==> src/rtl/scb_pkg.sv <==
// Package: shared definitions for the redundant store check buffer.
// Assumes nothing beyond IEEE 1800-2017 synthesis support.
package scb_pkg;
    // Encoding of the fault kind bit reported at the port
    typedef enum logic {
        MISS_DATA = 1'b0,
        MISS_ADDR = 1'b1
    } miss_kind_e;
endpackage

==> src/rtl/scb_fifo.sv <==
// Module: scb_fifo
// Ordered store buffer holding {address,data} entries from the leading side.
// Assumes callers never push while full or pop while empty; exposes the head
// entry and its slot index combinationally.
module scb_fifo #(
    parameter int W     = 64,
    parameter int DEPTH = 8,
    localparam int IDX_W = (DEPTH > 1) ? $clog2(DEPTH) : 1,
    localparam int CNT_W = $clog2(DEPTH + 1)
) (
    input  logic             clk,
    input  logic             rst_n,
    input  logic             push,
    input  logic [W-1:0]     din,
    input  logic             pop,
    output logic [W-1:0]     head,
    output logic [IDX_W-1:0] head_idx,
    output logic             full,
    output logic             empty
);
    logic [W-1:0]     slot_q [DEPTH];
    logic [IDX_W-1:0] wr_ptr;
    logic [IDX_W-1:0] rd_ptr;
    logic [CNT_W-1:0] count;

    function automatic logic [IDX_W-1:0] step(input logic [IDX_W-1:0] p);
        return (p == IDX_W'(DEPTH - 1)) ? '0 : p + 1'b1;
    endfunction

    // One register per slot, written when the write pointer selects it
    for (genvar s = 0; s < DEPTH; s++) begin : g_slot
        always_ff @(posedge clk) begin
            if (push && wr_ptr == IDX_W'(s)) slot_q[s] <= din;
        end
    end

    // Pointer and occupancy bookkeeping
    always_ff @(posedge clk) begin
        if (!rst_n) begin
            wr_ptr <= '0;
            rd_ptr <= '0;
            count  <= '0;
        end else begin
            if (push) wr_ptr <= step(wr_ptr);
            if (pop)  rd_ptr <= step(rd_ptr);
            case ({push, pop})
                2'b10:   count <= count + 1'b1;
                2'b01:   count <= count - 1'b1;
                default: count <= count;
            endcase
        end
    end

    assign head     = slot_q[rd_ptr];
    assign head_idx = rd_ptr;
    assign full     = (count == CNT_W'(DEPTH));
    assign empty    = (count == '0);
endmodule

==> src/rtl/scb_cmp.sv <==
// Module: scb_cmp
// Field-wise comparison of the buffered store against the trailing store.
// Purely combinational; assumes both operands are stable within the cycle.
module scb_cmp #(
    parameter int ADDR_W = 32,
    parameter int DATA_W = 32
) (
    input  logic [ADDR_W-1:0] exp_addr,
    input  logic [DATA_W-1:0] exp_data,
    input  logic [ADDR_W-1:0] got_addr,
    input  logic [DATA_W-1:0] got_data,
    output logic              addr_diff,
    output logic              data_diff
);
    // Independent inequality per field so the fault kind can be reported
    always_comb begin
        addr_diff = (exp_addr != got_addr);
        data_diff = (exp_data != got_data);
    end
endmodule

==> src/rtl/store_check_buf.sv <==
// Module: store_check_buf (top)
// Buffers leading-side stores and releases one verified copy to the cache
// when the trailing copy matches the oldest entry; latches a sticky fault on
// any mismatch. Assumes both sides commit stores in program order.
module store_check_buf
    import scb_pkg::*;
#(
    parameter int ADDR_W = 32,
    parameter int DATA_W = 32,
    parameter int DEPTH  = 8,
    localparam int ENT_W = ADDR_W + DATA_W,
    localparam int IDX_W = (DEPTH > 1) ? $clog2(DEPTH) : 1
) (
    input  logic              clk,
    input  logic              rst_n,
    input  logic              lead_valid,
    input  logic [ADDR_W-1:0] lead_addr,
    input  logic [DATA_W-1:0] lead_data,
    output logic              lead_ready,
    input  logic              trail_valid,
    input  logic [ADDR_W-1:0] trail_addr,
    input  logic [DATA_W-1:0] trail_data,
    output logic              trail_ready,
    output logic              cache_wr_en,
    output logic [ADDR_W-1:0] cache_wr_addr,
    output logic [DATA_W-1:0] cache_wr_data,
    output logic              fault_flag,
    output logic [IDX_W-1:0]  fault_idx,
    output logic              fault_addr_miss,
    input  logic              fault_clr
);
    logic              fifo_full;
    logic              fifo_empty;
    logic [ENT_W-1:0]  head_ent;
    logic [IDX_W-1:0]  head_idx;
    logic [ADDR_W-1:0] head_addr;
    logic [DATA_W-1:0] head_data;
    logic              addr_diff;
    logic              data_diff;
    logic              push_fire;
    logic              check_fire;
    logic              is_match;
    logic              pop_fire;
    miss_kind_e        miss_kind;

    assign head_addr = head_ent[ENT_W-1:DATA_W];
    assign head_data = head_ent[DATA_W-1:0];

    // Handshake and event decode
    always_comb begin
        lead_ready  = !fifo_full;
        trail_ready = !fifo_empty && !fault_flag;
        push_fire   = lead_valid && !fifo_full;
        check_fire  = trail_valid && trail_ready;
        is_match    = !addr_diff && !data_diff;
        pop_fire    = check_fire && is_match;
        miss_kind   = addr_diff ? MISS_ADDR : MISS_DATA;
    end

    scb_fifo #(.W(ENT_W), .DEPTH(DEPTH)) u_fifo (
        .clk      (clk),
        .rst_n    (rst_n),
        .push     (push_fire),
        .din      ({lead_addr, lead_data}),
        .pop      (pop_fire),
        .head     (head_ent),
        .head_idx (head_idx),
        .full     (fifo_full),
        .empty    (fifo_empty)
    );

    scb_cmp #(.ADDR_W(ADDR_W), .DATA_W(DATA_W)) u_cmp (
        .exp_addr  (head_addr),
        .exp_data  (head_data),
        .got_addr  (trail_addr),
        .got_data  (trail_data),
        .addr_diff (addr_diff),
        .data_diff (data_diff)
    );

    // Registered cache write port: one beat per verified pair
    always_ff @(posedge clk) begin
        if (!rst_n) begin
            cache_wr_en   <= 1'b0;
            cache_wr_addr <= '0;
            cache_wr_data <= '0;
        end else begin
            cache_wr_en <= pop_fire;
            if (pop_fire) begin
                cache_wr_addr <= head_addr;
                cache_wr_data <= head_data;
            end
        end
    end

    // Sticky fault record, cleared only by the clear pulse
    always_ff @(posedge clk) begin
        if (!rst_n) begin
            fault_flag      <= 1'b0;
            fault_idx       <= '0;
            fault_addr_miss <= 1'b0;
        end else if (check_fire && !is_match) begin
            fault_flag      <= 1'b1;
            fault_idx       <= head_idx;
            fault_addr_miss <= (miss_kind == MISS_ADDR);
        end else if (fault_clr) begin
            fault_flag      <= 1'b0;
        end
    end
endmodule

==> config.mk <==
export PLATFORM = sky130hd
export DESIGN_NAME = store_check_buf
export DESIGN_NICKNAME = d
export VERILOG_FILES = /design/src/rtl/scb_pkg.sv /design/src/rtl/scb_fifo.sv /design/src/rtl/scb_cmp.sv /design/src/rtl/store_check_buf.sv
export SDC_FILE = /design/constraint.sdc
export NUM_CORES = 1
export LEC_CHECK = 0
export BUFFER_PORTS_ARGS = -buffer_cell sky130_fd_sc_hd__buf_2
export CAP_MARGIN = 10
export CORE_ASPECT_RATIO = 2
export CORE_MARGIN = 5
export CORE_UTILIZATION = 35
export DETAILED_ROUTE_END_ITERATION = 7
export SYNTH_ARGS = -nofsm -noshare
export SYNTH_HDL_FRONTEND = slang
export SYNTH_SLANG_ARGS = --single-unit
==> constraint.sdc <==
create_clock -name clk -period 5.5 [get_ports clk]
set_clock_uncertainty 0.15 [all_clocks]
set_input_delay 0.275 -clock clk [delete_from_list [all_inputs] [get_ports clk]]
set_output_delay 0.275 -clock clk [all_outputs]
set_load 0.03 [all_outputs]
== Yosys cells after proc, flatten, opt, wreduce, memory -nomap -nowiden ==
Memory sizes are Yosys's and may differ from the RTL's. A register that Yosys moved wholly into a read port is not among the register bits.
Cells that the tools add are included.

* Reduce and logical (&&, ||, !) cells: 31
* Muxes and demuxes: 45
* $add $sub $neg: 4
* Equal/unequal tests: 13

{| class="wikitable"
|+ Operators by type and width
! cell !! number
|-
| $mux 64 || 7
|-
| $reduce_or 64->1 || 7
|-
| $ne 32x32->1 || 2
|-
| $mux 3 || 11
|-
| $mux 1 || 26
|-
| $eq 3x3->1 const B || 5
|-
| $logic_and 1x1->1 || 14
|-
| $pmux 4 s2 || 1
|-
| $add 3x1->3 const B || 2
|-
| $eq 3x2->1 const B || 2
|-
| $logic_not 1->1 || 6
|-
| $add 4x1->4 const B || 1
|-
| $eq 4x4->1 const B || 1
|-
| $logic_not 4->1 || 1
|-
| $reduce_bool 2->1 || 2
|-
| $sub 4x1->4 const B || 1
|-
| $eq 3x1->1 const B || 1
|-
| $logic_not 3->1 || 1
|-
| $eq 2x1->1 const B || 1
|-
| $eq 2x2->1 const B || 1
|}

* Register bits: 80
* Bits of input ports: 133
* Output and inout port bits: 72
* Memory bits (writable): 512
* Memories kept: 1

{| class="wikitable"
|+ Memory list
! name !! depth !! width !! read ports !! clocked after memory_dff !! wr ports !! RTL line !! source
|-
| u_fifo.slot_q || 8 || 64 || 1 || 1 || 1 || scb_fifo.sv:21 || <nowiki>logic [W-1:0] slot_q [DEPTH];</nowiki>
|}

== Depth between registers and ports, before layout ==
Gate-level depths: netlist of the first run.

* Depth after elaboration: 14
* Gate-level depth with buffers: 20
* Depth with buffers taken out: 14

== Hierarchy ==
From an unflattened synthesis of the first run, not the netlist that was laid out.

* Cells, all modules: 1,209
* Area total of the unflattened synthesis: 23,425.0 um^2

{| class="wikitable"
|+ Modules (own cells, without submodules)
! module !! sequential area each (um^2) !! cells an instance !! instances !! area each (um^2)
|-
| scb_fifo || 15,635.0 || 816 || 1 || 19,946.6
|-
| store_check_buf || 1,401.3 || 307 || 1 || 2,785.2
|-
| scb_cmp || 0.0 || 86 || 1 || 693.2
|}

== Least setup slack after synthesis of the first run ==
Ideal clock, no wire load.

* Path kind: flip-flop to flip-flop
* Start point: reg (tool-made name)
* End point: reg u_fifo.count[3]
* Cell stages (with the launch flop): 20
* Path buffers: 5
* Clock period less this slack: 4,273 ps
* Path slack: 1,227 ps
* Data arrival time: 4,053 ps
* Path through: dfxtp_1 -> buf_2 -> buf_2 -> clkbuf_1 -> mux4_2 -> mux2i_1 -> xor2_1 -> nand4_1 -> nor4_1 -> nand4_1 -> nor3_2 -> buf_4 -> buf_4 -> ha_1 -> ha_1 -> a21o_1 -> a21oi_1 -> xnor2_1 -> or3_1 -> a21oi_1

{| class="wikitable"
|+ RTL lines
! what !! RTL line !! source
|-
| to (signal assigned) || scb_fifo.sv:47 || <nowiki>2'b10: count <= count + 1'b1;</nowiki>
|-
| to (signal assigned) || scb_fifo.sv:48 || <nowiki>2'b01: count <= count - 1'b1;</nowiki>
|-
| to (signal assigned) || scb_fifo.sv:49 || <nowiki>default: count <= count;</nowiki>
|-
| to (decl) || scb_fifo.sv:24 || <nowiki>logic [CNT_W-1:0] count;</nowiki>
|}

==> flow_summary.json, run 1 <==
{
  "tightest_slew_ns": 1.22,
  "status": "finished, final reports clean",
  "synth-adder-area-share": 0.00669,
  "seq_area_um2": 17000,
  "die_w_um": 194,
  "ios": 205,
  "maxCapViolCount": 0,
  "grt_setup_unrepaired": "false",
  "vias": 13791,
  "vdd_drop_max_v": 0.000214,
  "fin_area_um2": 28200,
  "cts_tree": "built",
  "nFillCells": 6099,
  "netlist_area_um2": 23600,
  "cpMaxStageDelayCell": "nor4_1",
  "vias_per_cell": 5.29,
  "worst-path-buf-inv": 1,
  "die_area_um2": 73000,
  "synth_xor_area_frac": 0.0141,
  "wl_per_cell_um": 25.9,
  "hold_class": "in2reg",
  "htreeDepth": 2,
  "yosys_warnings": 0,
  "gp_congestion": 0.823,
  "synth_edf_count": 512,
  "synth_nets": 1538,
  "dpl_cell_area_um2": 25800,
  "synth-main-ff-cell": "edfxtp_1",
  "synth.area.mux_share": 0.140,
  "cp_max_fo": 17,
  "io_buffer_count": 204,
  "area_growth_pct": 19.7,
  "max_stage_delay_ns": 0.60,
  "crit_type": "reg2reg",
  "start_kind": "register",
  "die_h_um": 377,
  "drt_pass1_iterations": 5,
  "worstPathCellList": "buf_4 > mux4_2 > mux2i_1 > xor2_1 > nand4_1 > nor4_1 > nand4_1 > nor3_4 > ha_1 > ha_1 > a21o_1 > a21oi_1 > xnor2_1 > or3_1 > a21oi_1",
  "crit_family": "simple AND/OR/NAND/NOR gates",
  "start_util": 0.353,
  "avgSynthCellArea_um2": 16.9,
  "cts.path.max_buffers": 3,
  "end_kind": "register",
  "post_cts_buffers": 0,
  "ys_ff_latch": 595,
  "grt_pass1_wl_mm": 97.7,
  "grt_overflow": 0,
  "fin_crit_sh": 0.953,
  "drc_errors": 0,
  "antenna_found_initial": 16,
  "grt_use_total": 0.179,
  "required_ns": 5.86,
  "cts_buffers": 50,
  "min_period_ns": 5.24,
  "synth_cells": 1393,
  "setup_viol": 0,
  "ys_async_sr_fraction": 0,
  "final_max_slew_viol_count": 0,
  "multi_input_area_um2": 6150,
  "layout.nets": 1816,
  "grt_pass1_vias": 14568,
  "crit_arrival_ns": 5.61,
  "p_leak_nw": 9.28,
  "fmax_mhz": 191,
  "slew_headroom": 0.188,
  "core-area_um2": 66700,
  "setup-tns-final_ns": 0,
  "synth_cell_types": 43,
  "synth-compound-area-share": 0.0540,
  "dr.first_iter.drc_count": 901,
  "cts.repair.resized": 0,
  "root_buffer": "clkbuf_16",
  "clk_pin_slew_ns": 0.07,
  "synthSimpleGateAreaFrac": 0.0436,
  "grt_max_degree": 72,
  "dp_hpwl_mm": 43.6,
  "antenna_left": 0,
  "drive_gt1_frac": 0.291,
  "rows": 134,
  "clk_latency_ns": 0.60,
  "clock_sinks": 595,
  "finalHoldViolations": 0,
  "finalWirelength_mm": 67.4,
  "pwr_density_cell_nw_per_um2": 329,
  "synth_top_family_by_area": "multiplexers",
  "seq_area_frac_synth": 0.723
}
what timing repair did:
action / 4_1_cts / 5_1_grt
setup endpoints to repair: 0 / 0
hold buffers: 66 / 0
endpoints found under the hold margin: 514 / 0
power by group:
group          leakage [nW]  internal [mW]  switching, mW
sequential             5.32           5.00         0.0243
clock                 0.861           2.18           1.62
combinational          3.09          0.161          0.288
worst paths after layout:
path,start,end,slack [ns],depth (start not counted)
worst max-delay path,register,u_fifo.count[3]$_SDFFE_PN0P_,0.26,15
worst min-delay path,lead_valid,u_fifo.wr_ptr[2]$_SDFFE_PN0P_,0.11,4
worst max register to register,register,u_fifo.count[3]$_SDFFE_PN0P_,0.26,15
worst min register to register,cache_wr_data[13]$_SDFFE_PN0N_,cache_wr_data[13]$_SDFFE_PN0N_,0.31,2
stage by stage:
step	instances	hold WS [ns]	util	power, mW	setup slack (ns)
2_1_floorplan	1393	0.224	-	5.31	1.23
3_3_place_gp	2437	0.291	0.386	5.51	0.287
3_5_place_dp	2437	0.297	0.386	5.53	0.316
4_1_cts	2596	0.0682	0.422	9.34	0.291
5_1_grt	2603	0.142	0.422	9.54	0.130
6_report	2609	0.108	0.423	9.27	0.256
placed cells by master (no fill, tap or decap), types with 20 or more instances in the layout:
cell	count
a211oi_1	28
o21ai_0	42
dfxtp_1	80
o22ai_1	56
mux2_2	112
nor3_1	20
buf_2	204
a31oi_1	27
nand4_1	32
dlygate4sd3_1	66
edfxtp_1	512
buf_4	32
xor2_1	33
nand2_1	62
or3_1	33
mux4_2	46
mux2i_1	101
clkbuf_16	51
state kept, by name, summed over array words and instances, names as in the netlist, named ones only:
signal / count
u_fifo.wr_ptr: 3
fault_idx: 3
fault_flag: 1
u_fifo.head_idx: 3
cache_wr_addr: 32
cache_wr_data: 32
cache_wr_en: 1
u_fifo.count: 4
u_fifo.slot_q: 512
fault_addr_miss: 1
worst register-to-register path, delay by kind of cell (launching register included):
family	cells	cell delay [ns]
and+or+nand+nor	5	1.88
buffers and inverters	1	0.39
AOI/OAI and AO/OA	3	0.50
DFF	1	0.50
xor gates and xnor gates	2	0.28
adders and majority gates	2	0.48
muxes	2	0.98
final cells by class:
class                           count  area share
Sequential cell                   595       0.604
Multi-Input combinational cell    705       0.218
Timing Repair Buffer              310      0.0738
Clock buffer                       74      0.0519
Tap cell                          884      0.0392
Clock inverter                     19      0.0103
Inverter                            9     0.00120
Antenna cell                       13     0.00115
per-layer routing:
metal  GRT usage  part of all wire  up-vias
met4      0.0816             0.045        6
met2       0.326              0.53      451
li1            -                 -     6148
met5           0           0.00050        -
met1       0.203              0.37     7067
met3      0.0349             0.056      119
cells by family (layout without fill, tap and decap cells):
kind of cell | count (synthesis) | after routing
AOI/OAI and AO/OA | 200 | 200
xor gates and xnor gates | 38 | 38
adders and majority gates | 12 | 12
buffers and inverters | 93 | 412
DFF | 595 | 595
muxes | 259 | 259
other | 0 | 13
and+or+nand+nor | 196 | 196
synthesized netlist by cell type (all sizes together) (2+ instances only):
| library cell | instances | area share |
|---|---|---|
| a211oi | 28 | 0.0089 |
| a21oi | 13 | 0.0028 |
| a221oi | 8 | 0.0030 |
| a22oi | 18 | 0.0057 |
| a31oi | 27 | 0.0072 |
| and2 | 3 | 0.00080 |
| and3 | 13 | 0.0035 |
| and4 | 2 | 0.00074 |
| buf | 47 | 0.011 |
| clkbuf | 37 | 0.0059 |
| dfxtp | 83 | 0.070 |
| edfxtp | 512 | 0.65 |
| ha | 11 | 0.0058 |
| inv | 8 | 0.0013 |
| mux2 | 112 | 0.054 |
| mux2i | 101 | 0.043 |
| mux4 | 46 | 0.044 |
| nand2 | 62 | 0.0099 |
| nand2b | 3 | 0.00080 |
| nand3 | 6 | 0.0013 |
| nand4 | 32 | 0.0085 |
| nor2 | 8 | 0.0013 |
| nor2b | 2 | 0.00053 |
| nor3 | 21 | 0.0047 |
| nor4 | 9 | 0.0024 |
| o2111ai | 4 | 0.0015 |
| o21ai | 43 | 0.0091 |
| o22ai | 56 | 0.015 |
| or3 | 33 | 0.0088 |
| xnor2 | 5 | 0.0019 |
| xor2 | 33 | 0.012 |
No activity file was read; power rests on OpenSTA's default activity.
==> run 2, diff against run 1 <==
--- a/config.mk
+++ b/config.mk
@@ -5,6 +5,7 @@
 export SDC_FILE = /design/constraint.sdc
 export NUM_CORES = 1
 export LEC_CHECK = 0
+export ABC_AREA = 1
 export BUFFER_PORTS_ARGS = -buffer_cell sky130_fd_sc_hd__buf_2
 export CAP_MARGIN = 10
 export CORE_ASPECT_RATIO = 2
==> run 2 against run 1 <==
Compared with the run above:
- sequential power barely moved
- sequential share of layout area down 4.8 points
- total power rose by 2.3%
- cell count is 52% higher
- wire length increased by 9.8%
- via count rose by 37%
- critical path depth is 10 higher
- non-clock buffer count is 5 lower
- global-route usage about the same
- register-to-register slack gained 0.88 ns
==> flow_summary.json, run 2 <==
{
  "layout.cells.most_common_list": "nand2_1 (860), edfxtp_1 (512), inv_1 (369), nor2_1 (336), nand3_1 (240)",
  "pwr_density_cell_nw_per_um2": 309,
  "drt_pass1_iterations": 5,
  "finalWirelength_mm": 74.0,
  "cts.repair.resized": 0,
  "start_util": 0.351,
  "grt_pass1_wl_mm": 111,
  "synth_area_leaders": "edfxtp_1 (59%), nand2_1 (12%), dfxtp_1 (6.3%), inv_1 (5.3%), nor2_1 (4.8%)",
  "setup-tns-final_ns": 0,
  "rows": 142,
  "slew_headroom": 0.292,
  "die_h_um": 397,
  "p_leak_nw": 13.1,
  "synth.top_cells.by_count": "nand2_1 (860), edfxtp_1 (512), inv_1 (369)",
  "holdWs_ns": 0.209,
  "vdd_drop_max_v": 0.000222,
  "antenna_found_initial": 16,
  "synth.area.mux_share": 0,
  "ys_async_sr_fraction": 0,
  "drc_errors": 0,
  "finalHoldViolations": 0,
  "synth_xor_area_frac": 0.000334,
  "cts.path.max_buffers": 3,
  "drive_gt1_frac": 0.114,
  "yosysTopAreaCellShare": 0.587,
  "required_ns": 5.83,
  "synth-compound-area-share": 0.0229,
  "die_w_um": 203,
  "netlist_area_um2": 26200,
  "crit_family": "simple AND/OR/NAND/NOR gates",
  "status": "finished, final reports clean",
  "antenna_left": 0,
  "fmax_mhz": 229,
  "min_period_ns": 4.36,
  "crit_arrival_ns": 4.69,
  "maxCapViolCount": 0,
  "instances_no_fill": 3968,
  "mostFrequentLayoutCell": "nand2_1",
  "synth-main-ff-cell": "edfxtp_1",
  "synth-adder-area-share": 0.00602,
  "wl_per_cell_um": 18.7,
  "cts_buffers": 52,
  "start_kind": "register",
  "synth_cells": 2753,
  "cts_tree": "built",
  "end_kind": "register",
  "crit_type": "reg2reg",
  "yosys_warnings": 0,
  "seq_area_frac_synth": 0.650,
  "synth_edf_count": 512,
  "synth_nets": 2898,
  "clk_latency_ns": 0.59,
  "htreeDepth": 2,
  "vias_per_cell": 4.75,
  "synthSimpleGateAreaFrac": 0.241,
  "yosysMostFrequentCell": "nand2_1",
  "dr.first_iter.drc_count": 1241,
  "io_buffer_count": 204,
  "ys_ff_latch": 595,
  "dp_hpwl_mm": 45.2,
  "vias": 18859,
  "avgSynthCellArea_um2": 9.52,
  "power_mw": 9.48,
  "area_growth_pct": 17.0,
  "fin_crit_sh": 0.793,
  "tightest_slew_ns": 1.06,
  "final_max_slew_viol_count": 0,
  "cpMostUsedCell": "nand2_1",
  "die_area_um2": 80800,
  "cpMaxStageDelayCell": "dfxtp_4",
  "gp_congestion": 0.774,
  "worst-path-buf-inv": 3,
  "setup_viol": 0,
  "synth_cell_types": 28,
  "layout.nets": 3133,
  "clk_pin_slew_ns": 0.07,
  "synth_top_family_by_area": "simple AND/OR/NAND/NOR gates",
  "largest_reg_flops": 512,
  "ios": 205,
  "core-area_um2": 74600,
  "grt_setup_unrepaired": "false",
  "dpl_cell_area_um2": 28200,
  "dp_cells": 3805,
  "fin_area_um2": 30700,
  "clock_sinks": 595,
  "top_regs": "u_fifo.slot_q: 512 flops, cache_wr_addr: 32 flops, cache_wr_data: 32 flops",
  "max_stage_delay_ns": 0.68,
  "grt_overflow": 0,
  "synth_area_leader_cell": "edfxtp_1",
  "root_buffer": "clkbuf_16",
  "cp_max_fo": 52,
  "hold_class": "in2reg",
  "grt_pass1_vias": 18224,
  "grt_use_total": 0.179,
  "regMostFlops": "u_fifo.slot_q",
  "grt_max_degree": 171
}
-- run 2: final timing paths --
check        cells after the start                    startpoint  slack [ns]                            to
min reg2reg                      2  fault_addr_miss$_SDFFE_PN0P_        0.31  fault_addr_miss$_SDFFE_PN0P_
min                              6                   trail_valid        0.21     fault_idx[1]$_SDFFE_PN0P_
max reg2reg                     25                      register        1.14  u_fifo.count[3]$_SDFFE_PN0P_
max                             25                      register        1.14  u_fifo.count[3]$_SDFFE_PN0P_
-- run 2: repair_timing --
action | 4_1_cts | 5_1_grt
buffers inserted | 0 | 0
hold endpoints to repair | 513 | 0
hold buffers | 65 | 0
-- run 2: metrics by stage --
stage | util | setup slack (ns)
finish | 0.411 | 1.14
global route | 0.411 | 0.693
CTS | 0.411 | 1.10
detailed placement | 0.378 | 1.12
global placement | 0.378 | 1.08
floorplan | - | -0.635
-- run 2: cells by family (layout without fill, tap and decap cells) --
kind of cell	after synthesis	in the layout
other	0	3
DFF	595	595
buffers and inverters	504	780
xor gates and xnor gates	1	1
AOI/OAI and AO/OA	118	118
and+or+nand+nor	1523	1523
adders and majority gates	12	12
-- run 2: area by class of cell --
type | count | area (um2)
Sequential cell | 595 | 17000
Clock buffer | 71 | 1450
Fill cell | 7214 | 44000
Inverter | 380 | 1440
Clock inverter | 24 | 369
Tap cell | 936 | 1170
Timing Repair Buffer | 305 | 2040
Multi-Input combinational cell | 1654 | 7130
Antenna cell | 3 | 7.51
-- run 2: worst reg2reg max path, delay by kind of cell, from the launching register on --
kind            cells  cell delay, ns
flops               1            0.68
compound gates      3            0.41
simple gates       17            1.66
buf+inv             3            0.87
fa+ha+maj           2            0.48
-- run 2: metal layers --
metal / global-route usage / part of all wire / up-vias
met4: 0.0640 / 0.035 / 24
li1: - / - / 9287
met3: 0.0306 / 0.058 / 135
met1: 0.223 / 0.41 / 8868
met5: 0 / 0.0023 / -
met2: 0.314 / 0.50 / 545
-- run 2: power breakdown --
part / internal [mW] / switching [mW] / leakage [nW] / total, mW
combinational: 0.163 / 0.347 / 6.90 / 0.510
clock: 2.28 / 1.65 / 0.874 / 3.93
sequential: 5.01 / 0.0245 / 5.32 / 5.04
total: 7.45 / 2.02 / 13.1 / 9.48
